--- src/rtl/ptw_pkg.sv ---
package ptw_pkg;
  parameter int unsigned IDX_W   = 10;
  parameter int unsigned OFF_W   = 12;
  parameter int unsigned VA_W    = 2 * IDX_W + OFF_W;
  parameter int unsigned FRAME_W = VA_W - OFF_W;
  parameter int unsigned PTE_W   = VA_W;
  parameter int unsigned ENT_B_W = $clog2(PTE_W / 8);
  parameter int unsigned ADDR_W  = FRAME_W + IDX_W + ENT_B_W;

  parameter int unsigned P_BIT = 0;
  parameter int unsigned W_BIT = 1;
  parameter int unsigned U_BIT = 2;
  parameter int unsigned M_BIT = 3;

  typedef enum logic [1:0] {
    CAUSE_NONE       = 2'd0,
    CAUSE_ROOT_ABSENT = 2'd1,
    CAUSE_LEAF_ABSENT = 2'd2,
    CAUSE_WRITE_PROT  = 2'd3
  } cause_e;

  typedef enum logic [2:0] {
    ST_IDLE, ST_RD_ROOT, ST_RD_LEAF, ST_WB, ST_RSP
  } state_e;
endpackage

--- src/rtl/ptw_addr_gen.sv ---
module ptw_addr_gen
  import ptw_pkg::*;
(
  input  logic               leaf_sel_i,
  input  logic [FRAME_W-1:0] root_frame_i,
  input  logic [FRAME_W-1:0] l2_frame_i,
  input  logic [VA_W-1:0]    vaddr_i,
  output logic [ADDR_W-1:0]  ent_addr_o
);
  logic [IDX_W-1:0]   idx;
  logic [FRAME_W-1:0] base;

  always_comb begin
    idx  = leaf_sel_i ? vaddr_i[OFF_W +: IDX_W] : vaddr_i[OFF_W + IDX_W +: IDX_W];
    base = leaf_sel_i ? l2_frame_i : root_frame_i;
    ent_addr_o = {base, idx, {ENT_B_W{1'b0}}};
  end
endmodule

--- src/rtl/ptw_pte_eval.sv ---
module ptw_pte_eval
  import ptw_pkg::*;
(
  input  logic [PTE_W-1:0] pte_i,
  input  logic             write_i,
  output logic             present_o,
  output logic             access_ok_o,
  output logic [PTE_W-1:0] upd_pte_o,
  output logic             need_wb_o
);
  always_comb begin
    present_o   = pte_i[P_BIT];
    access_ok_o = !write_i || pte_i[W_BIT];
    upd_pte_o   = pte_i;
    upd_pte_o[U_BIT] = 1'b1;
    if (write_i) upd_pte_o[M_BIT] = 1'b1;
    need_wb_o   = (upd_pte_o != pte_i);
  end
endmodule

--- src/rtl/pt_walker.sv ---
module pt_walker
  import ptw_pkg::*;
(
  input  logic                clk_i,
  input  logic                rst_ni,
  input  logic                req_valid_i,
  input  logic [VA_W-1:0]     req_vaddr_i,
  input  logic                req_write_i,
  input  logic [FRAME_W-1:0]  req_root_frame_i,
  output logic                busy_o,
  output logic                mem_req_o,
  output logic                mem_we_o,
  output logic [ADDR_W-1:0]   mem_addr_o,
  output logic [PTE_W-1:0]    mem_wdata_o,
  input  logic                mem_ack_i,
  input  logic [PTE_W-1:0]    mem_rdata_i,
  output logic                rsp_valid_o,
  input  logic                rsp_ready_i,
  output logic [VA_W-1:0]     rsp_paddr_o,
  output logic                rsp_fault_o,
  output logic [1:0]          rsp_cause_o
);
  state_e             state_q;
  logic [VA_W-1:0]    vaddr_q;
  logic               write_q;
  logic [FRAME_W-1:0] root_q;
  logic [FRAME_W-1:0] l2_frame_q;
  logic [PTE_W-1:0]   leaf_q;
  logic [VA_W-1:0]    paddr_q;
  cause_e             cause_q;

  logic             present, access_ok, need_wb;
  logic [PTE_W-1:0] upd_pte;

  ptw_addr_gen u_addr (
    .leaf_sel_i   (state_q != ST_RD_ROOT),
    .root_frame_i (root_q),
    .l2_frame_i   (l2_frame_q),
    .vaddr_i      (vaddr_q),
    .ent_addr_o   (mem_addr_o)
  );

  ptw_pte_eval u_eval (
    .pte_i       (mem_rdata_i),
    .write_i     (write_q),
    .present_o   (present),
    .access_ok_o (access_ok),
    .upd_pte_o   (upd_pte),
    .need_wb_o   (need_wb)
  );

  always_ff @(posedge clk_i or negedge rst_ni) begin
    if (!rst_ni) begin
      state_q    <= ST_IDLE;
      vaddr_q    <= '0;
      write_q    <= 1'b0;
      root_q     <= '0;
      l2_frame_q <= '0;
      leaf_q     <= '0;
      paddr_q    <= '0;
      cause_q    <= CAUSE_NONE;
    end else begin
      unique case (state_q)
        ST_IDLE: if (req_valid_i) begin
          vaddr_q <= req_vaddr_i;
          write_q <= req_write_i;
          root_q  <= req_root_frame_i;
          paddr_q <= '0;
          cause_q <= CAUSE_NONE;
          state_q <= ST_RD_ROOT;
        end
        ST_RD_ROOT: if (mem_ack_i) begin
          if (!present) begin
            cause_q <= CAUSE_ROOT_ABSENT;
            state_q <= ST_RSP;
          end else begin
            l2_frame_q <= mem_rdata_i[PTE_W-1:OFF_W];
            state_q    <= ST_RD_LEAF;
          end
        end
        ST_RD_LEAF: if (mem_ack_i) begin
          leaf_q <= upd_pte;
          if (!present) begin
            cause_q <= CAUSE_LEAF_ABSENT;
            state_q <= ST_RSP;
          end else if (!access_ok) begin
            cause_q <= CAUSE_WRITE_PROT;
            state_q <= ST_RSP;
          end else begin
            paddr_q <= {mem_rdata_i[PTE_W-1:OFF_W], vaddr_q[OFF_W-1:0]};
            state_q <= need_wb ? ST_WB : ST_RSP;
          end
        end
        ST_WB:  if (mem_ack_i) state_q <= ST_RSP;
        ST_RSP: if (rsp_ready_i) state_q <= ST_IDLE;
        default: state_q <= ST_IDLE;
      endcase
    end
  end

  assign busy_o      = (state_q != ST_IDLE);
  assign mem_req_o   = (state_q == ST_RD_ROOT) || (state_q == ST_RD_LEAF) || (state_q == ST_WB);
  assign mem_we_o    = (state_q == ST_WB);
  assign mem_wdata_o = leaf_q;
  assign rsp_valid_o = (state_q == ST_RSP);
  assign rsp_paddr_o = paddr_q;
  assign rsp_fault_o = (cause_q != CAUSE_NONE);
  assign rsp_cause_o = cause_q;


  mem_hold_chk: assert property (@(posedge clk_i) disable iff (!rst_ni)
    mem_req_o && !mem_ack_i |=> mem_req_o && $stable(mem_addr_o) && $stable(mem_we_o) && $stable(mem_wdata_o));

  accept_idle_chk: assert property (@(posedge clk_i) disable iff (!rst_ni)
    $rose(busy_o) |-> $past(req_valid_i));

  rsp_hold_chk: assert property (@(posedge clk_i) disable iff (!rst_ni)
    rsp_valid_o && !rsp_ready_i |=> rsp_valid_o && $stable(rsp_paddr_o) && $stable(rsp_cause_o));

  fault_paddr_chk: assert property (@(posedge clk_i) disable iff (!rst_ni)
    rsp_valid_o && rsp_fault_o |-> rsp_paddr_o == '0);

  wb_bits_chk: assert property (@(posedge clk_i) disable iff (!rst_ni)
    mem_req_o && mem_we_o |-> mem_wdata_o[P_BIT] && mem_wdata_o[U_BIT] && (!write_q || mem_wdata_o[M_BIT]));

  root_absent_chk: assert property (@(posedge clk_i) disable iff (!rst_ni)
    (state_q == ST_RD_ROOT) && mem_ack_i && !mem_rdata_i[P_BIT] |=> rsp_valid_o && rsp_cause_o == 2'd1);
endmodule

--- config.mk ---
export PLATFORM = sky130hd
export DESIGN_NAME = pt_walker
export DESIGN_NICKNAME = d
export VERILOG_FILES = /design/src/rtl/ptw_pkg.sv /design/src/rtl/ptw_addr_gen.sv /design/src/rtl/ptw_pte_eval.sv /design/src/rtl/pt_walker.sv
export SDC_FILE = /design/constraint.sdc
export NUM_CORES = 1
export LEC_CHECK = 0
export CORE_ASPECT_RATIO = 0.75
export CORE_MARGIN = 3
export CORE_UTILIZATION = 30
export DETAILED_ROUTE_END_ITERATION = 7
export SLEW_MARGIN = 40
export SYNTH_ARGS = -nofsm -noshare
export SYNTH_HDL_FRONTEND = slang
export SYNTH_HIERARCHICAL = 1
export SYNTH_SLANG_ARGS = --single-unit
--- constraint.sdc ---
create_clock -name clk_i -period 1.9 [get_ports clk_i]
set_clock_uncertainty 0.15 [all_clocks]
set_input_delay 0.19 -clock clk_i [delete_from_list [all_inputs] [get_ports clk_i]]
set_output_delay 0.19 -clock clk_i [all_outputs]
set_load 0.02 [all_outputs]
---- Yosys cells after proc, flatten, opt, wreduce, memory -nomap -nowiden ----
Cells that the tools add are included.
word-level totals
  word-level logic and storage cells ...... 63
  register bits after elaboration ......... 142
  bits of input ports ..................... 90
  output and inout bits ................... 103
cells by class
  eq/ne operators ......................... 15
  multiplexer cells ....................... 25
  reductions and logical operators ........ 15
operators with widths
  operator                                                         number
  32-bit 2-to-1 mux                                                4
  32-bit one-hot mux with 2 select lines                           1
  3-bit 2-to-1 mux                                                 9
  20-bit 2-to-1 mux                                                1
  3-bit one-hot mux with 5 select lines                            1
  2-bit 2-to-1 mux                                                 6
  2-bit != test, second input constant                             6
  10-bit 2-to-1 mux                                                1
  5-bit AND reduction                                              2
  3-bit by 2-bit == test with 1-bit output, second input constant  2
  2-bit one-hot mux with 3 select lines                            1
  6-bit AND reduction                                              1
  3-bit nonzero test                                               2
  2-bit by 1-bit != test with 1-bit output, second input constant  2
  2-bit AND reduction                                              2
  2-bit nonzero test                                               2
  3-bit by 1-bit == test with 1-bit output, second input constant  1
  3-bit == test, second input constant                             1
  3-bit zero test                                                  1
  1-bit logical OR                                                 3
  3-bit by 1-bit != test with 1-bit output, second input constant  1
  3-bit != test, second input constant                             1
  3-bit AND reduction                                              1
  2-bit != test                                                    1
  2 further kinds                                                  2

---- Depth between registers and ports, before layout ----
  depth in word-level cells ............... 7
  depth in mapped cells ................... 7
  depth with buffers taken out ............ 4

---- Modules after synthesis ----
Netlist, hierarchy kept.
by module, submodules not included
  module        times used  cells an instance  sequential area each (µm²)  area an instance (µm²)
  pt_walker     1           405                3553.4                      5733.0
  ptw_addr_gen  1           36                 0.0                         503.0
  ptw_pte_eval  1           37                 0.0                         265.3

---- Least setup slack after synthesis ----
No wires, ideal clock.
  kind .................................... flip-flop to output port
  start point ............................. reg state_q[0]
  end point ............................... out mem_addr_o[10]
  arrival ................................. 1.393 ns
  required time ........................... 1.560 ns
  slack ................................... 0.167 ns
  cell stages (with the launch flop) ...... 6
  cells stage by stage .................... dfrtp_1 buf_2 clkbuf_1 nand2_1 buf_6 mux2_4
between the ends
  cells in the longest elaborated chain, start to end .. 2
ends and longest elaborated chain
  element                                   line                text
  start: declaration                        pt_walker.sv:23     state_e state_q;
  start signal: assignment                  pt_walker.sv:91     state_q <= need_wb ? ST_WB : ST_RSP;
  3-bit by 1-bit != test with 1-bit output  pt_walker.sv:36     .leaf_sel_i (state_q != ST_RD_ROOT),
  10-bit 2-to-1 mux                         ptw_addr_gen.sv:14  idx = leaf_sel_i ? vaddr_i[OFF_W +: IDX_W] : vaddr_i[OFF_W + IDX_W +: IDX_W];
  end: declaration                          pt_walker.sv:13     output logic [ADDR_W-1:0] mem_addr_o,
Every way passes these cells.

---- Final worst setup path ----
  start point ............................. reg state_q[1]
  end point ............................... out mem_addr_o[19]
between the ends
  cells in the longest elaborated chain, start to end .. 2
ends and longest elaborated chain
  element                                   line                text
  3-bit by 1-bit != test with 1-bit output  pt_walker.sv:36
  20-bit 2-to-1 mux                         ptw_addr_gen.sv:15  base = leaf_sel_i ? l2_frame_i : root_frame_i;
Every way passes these cells.

==> out/metrics.cfg <==
[finish]
finalNetCount=760
synthToLayoutAreaGrowth_pct=46.3
fillers=1798
diodes=0
drive_above_1_share_pct=37.2

[setup_path]
crit_buf_inv=2
cp.arrival_ns=1.72
cp_top_family=flip-flops
worstPathCellList=nor2_4 -> nand2_4 -> buf_12 -> mux2_4 -> buf_2
crit_cells=5
cp_slowest_cell=dfrtp_1
required_ns=1.56
critPathKind=flop to primary output
slowest_delay_ns=0.42
reg2reg_depth=7
start_kind=flop
cp_max_fo=11
worst_setup_path_end_kind=primary output

[cts]
h-tree-depth=4
clkLatencyLatePin_ns=0.41
cts_root_buf=clkbuf_16
cts_tree=done
numCtsBuffers=17
clk_pin_slew_ns=0.06
clockBufferDepth=2
cts_num_sinks=142

[synthesis]
synth_flop_cell=dfrtp_1
ys_warn_count=6
yosysUniqueCellTypes=39
synth-edff-count=0
yosysSeqAreaShare_pct=54.7
ys_seq_elements=142
synthArstFlopShare_pct=100
syn-cell-area_um2=6500
avgSynthCellArea_um2=13.6
netlist_instances=478

[power_and_ir_drop]
max-vdd-ir-drop_mv=0.838
p_total_mw=18.3
power_density_nw_per_um2=1930
leakage_nw=4.08

[sta]
slew_headroom_pct=63.3
rsz0062_at_grt=yes
holdWs_ns=0.144
period_share_pct=108
hold_viol=0
setup_viol=103
period_needed_ns=2.06
fmax_mhz=486
fin_ws_ns=-0.159
tightest_slew_ns=0.550
slew_viol_final=0

[routing]
drc=0
antenna_left=0
firstDrtPassIters=4
routed_wl_mm=18.1
drt_iter0_drc=200
wl_per_cell_um=18.8
num_vias=4300
avgViaCountPerCell=4.47

[grt]
grt_pass1_wl_mm=27.0
grt_start_max_net_pins=54
grtUsageTotal_pct=15.0
grt-ovfl-total=0
antenna_found_initial=0
grt_pass1_vias=4749

[floorplan]
dieArea_um2=23500
rows=45
num_io_pins=193
die_y_um=133
core_area_um2=20800
die_w_um=176
start_util_pct=31.3

[place]
io_buffers=190
gp_congestion=0.786
dp_hpwl_mm=12.0

[run]
maxCapViolCount=0

[status]
violations=negative setup slack
status=finished, violations left

[hold_path]
worst_hold_path_type=primary input to async pin

==> worst register-to-register path, cell delays in order, from the launching register on <==
cell     delay (ns)
dfrtp_1        0.42
buf_6          0.18
nor4b_4        0.30
buf_6          0.14
buf_4          0.11
buf_12         0.11
buf_12         0.15
mux2_2         0.35
==> metrics by stage <==
stage	setup TNS [ns]	utilization (%)	instances	cell area [um^2]	setup slack, ns
after detailed placement	-25.81	41.6	917	8640	-0.277
after floorplan	0	-	479	6500	0.167
final	-11.08	45.8	963	9510	-0.159
after CTS	-7.11	44.8	957	9310	-0.181
after global placement	-21.71	41.6	917	8640	-0.234
after global routing	-19.54	45.8	963	9510	-0.225
==> Yosys cell counts (2+ instances only) <==
library cell	count	area (um^2)
buf_2	12	60.1
nand2_1	34	128
mux2_4	30	450
nand4_1	2	12.5
buf_4	38	285
buf_6	4	45.0
conb_1	2	7.51
clkbuf_1	5	18.8
dfrtp_1	142	3550
buf_12	3	60.1
nor2_1	3	11.3
mux2i_1	33	330
mux2_2	105	1180
inv_1	37	139
nand3b_1	2	15.0
a21oi_1	3	15.0
==> power breakdown <==
part           internal (mW)  switching (mW)  leakage, nW
combinational           5.43            4.47         2.08
sequential              4.53           0.866         1.75
clock                   1.78            1.26        0.256
total                   11.7            6.60         4.08
==> flip-flops by register name, summed over array words and instances (netlist names) <==
name / cells
l2_frame_q: 20
mem_wdata_o: 32
root_q: 20
rsp_cause_o: 2
rsp_paddr_o: 32
state_q: 3
vaddr_q: 32
write_q: 1
==> path summary, 6_finish.rpt <==
path | startpoint | to | slack (ns)
setup / recovery | state_q[1] | mem_addr_o[19] | -0.16
min in group clk_i | req_vaddr_i[6] | vaddr_q[6] | 0.23
hold reg to reg | mem_wdata_o[15] | mem_wdata_o[15] | 0.35
max in group asynchronous | rst_ni | rsp_cause_o[0] | 0.79
setup reg to reg | state_q[0] | vaddr_q[19] | -0.12
hold / removal | rst_ni | mem_wdata_o[24] | 0.14
==> final cells by class <==
| type | count | area [um^2] | area share (%) |
|---|---|---|---|
| clock buffer | 20 | 437 | 4.59 |
| clock inverter | 10 | 95.1 | 0.999 |
| inverter | 37 | 139 | 1.46 |
| multi-input combinational | 238 | 2440 | 25.6 |
| sequential | 142 | 3550 | 37.3 |
| tap | 282 | 353 | 3.71 |
| timing repair buffer | 234 | 2500 | 26.3 |
==> layer usage <==
metal  global-route usage (%)  part of all wire (%)
met1                     20.2                    47
met2                     22.7                    44
met3                     6.04                   7.3
met4                     3.56                   1.0
met5                        0                     0
==> cells by family (layout without fill, tap and decap cells) <==
family / count (synthesis) / count (layout) / synth area share [%]
mux: 168 / 168 / 30.2
flops: 142 / 142 / 54.7
buf+inv: 99 / 301 / 9.35
simple gates: 53 / 53 / 4.06
compound gates: 14 / 14 / 1.62
other cells: 2 / 3 / 0.116
==> cell usage in the layout, fill, tap and decap left out, types with 2 or more instances in the layout <==
master,count
clkbuf_1,3
bufbuf_16,2
nor2_1,2
mux2i_2,3
dfrtp_1,142
buf_8,2
mux2_4,30
clkinv_2,3
nand3b_1,2
mux2_2,105
a21oi_1,3
clkdlybuf4s15_2,2
conb_1,3
mux2i_1,28
nand2_1,33
mux2i_4,2
clkdlybuf4s50_1,154
buf_4,19
buf_2,11
clkinvlp_4,2
clkbuf_16,19
inv_1,37
clkinv_4,4
buf_6,25
buf_12,13
nand4_1,2
==> timing repair <==
action | in CTS | in global routing
buffers inserted | 6 | 3
gates resized for setup | 170 | 37
pin swaps | 3 | 1
endpoints found under the hold margin | 49 | 0
hold buffers | 1 | 0
setup endpoints to repair | 122 | 151
gates cloned | 3 | 3
Note: power is estimated with default switching activity, not from simulation.
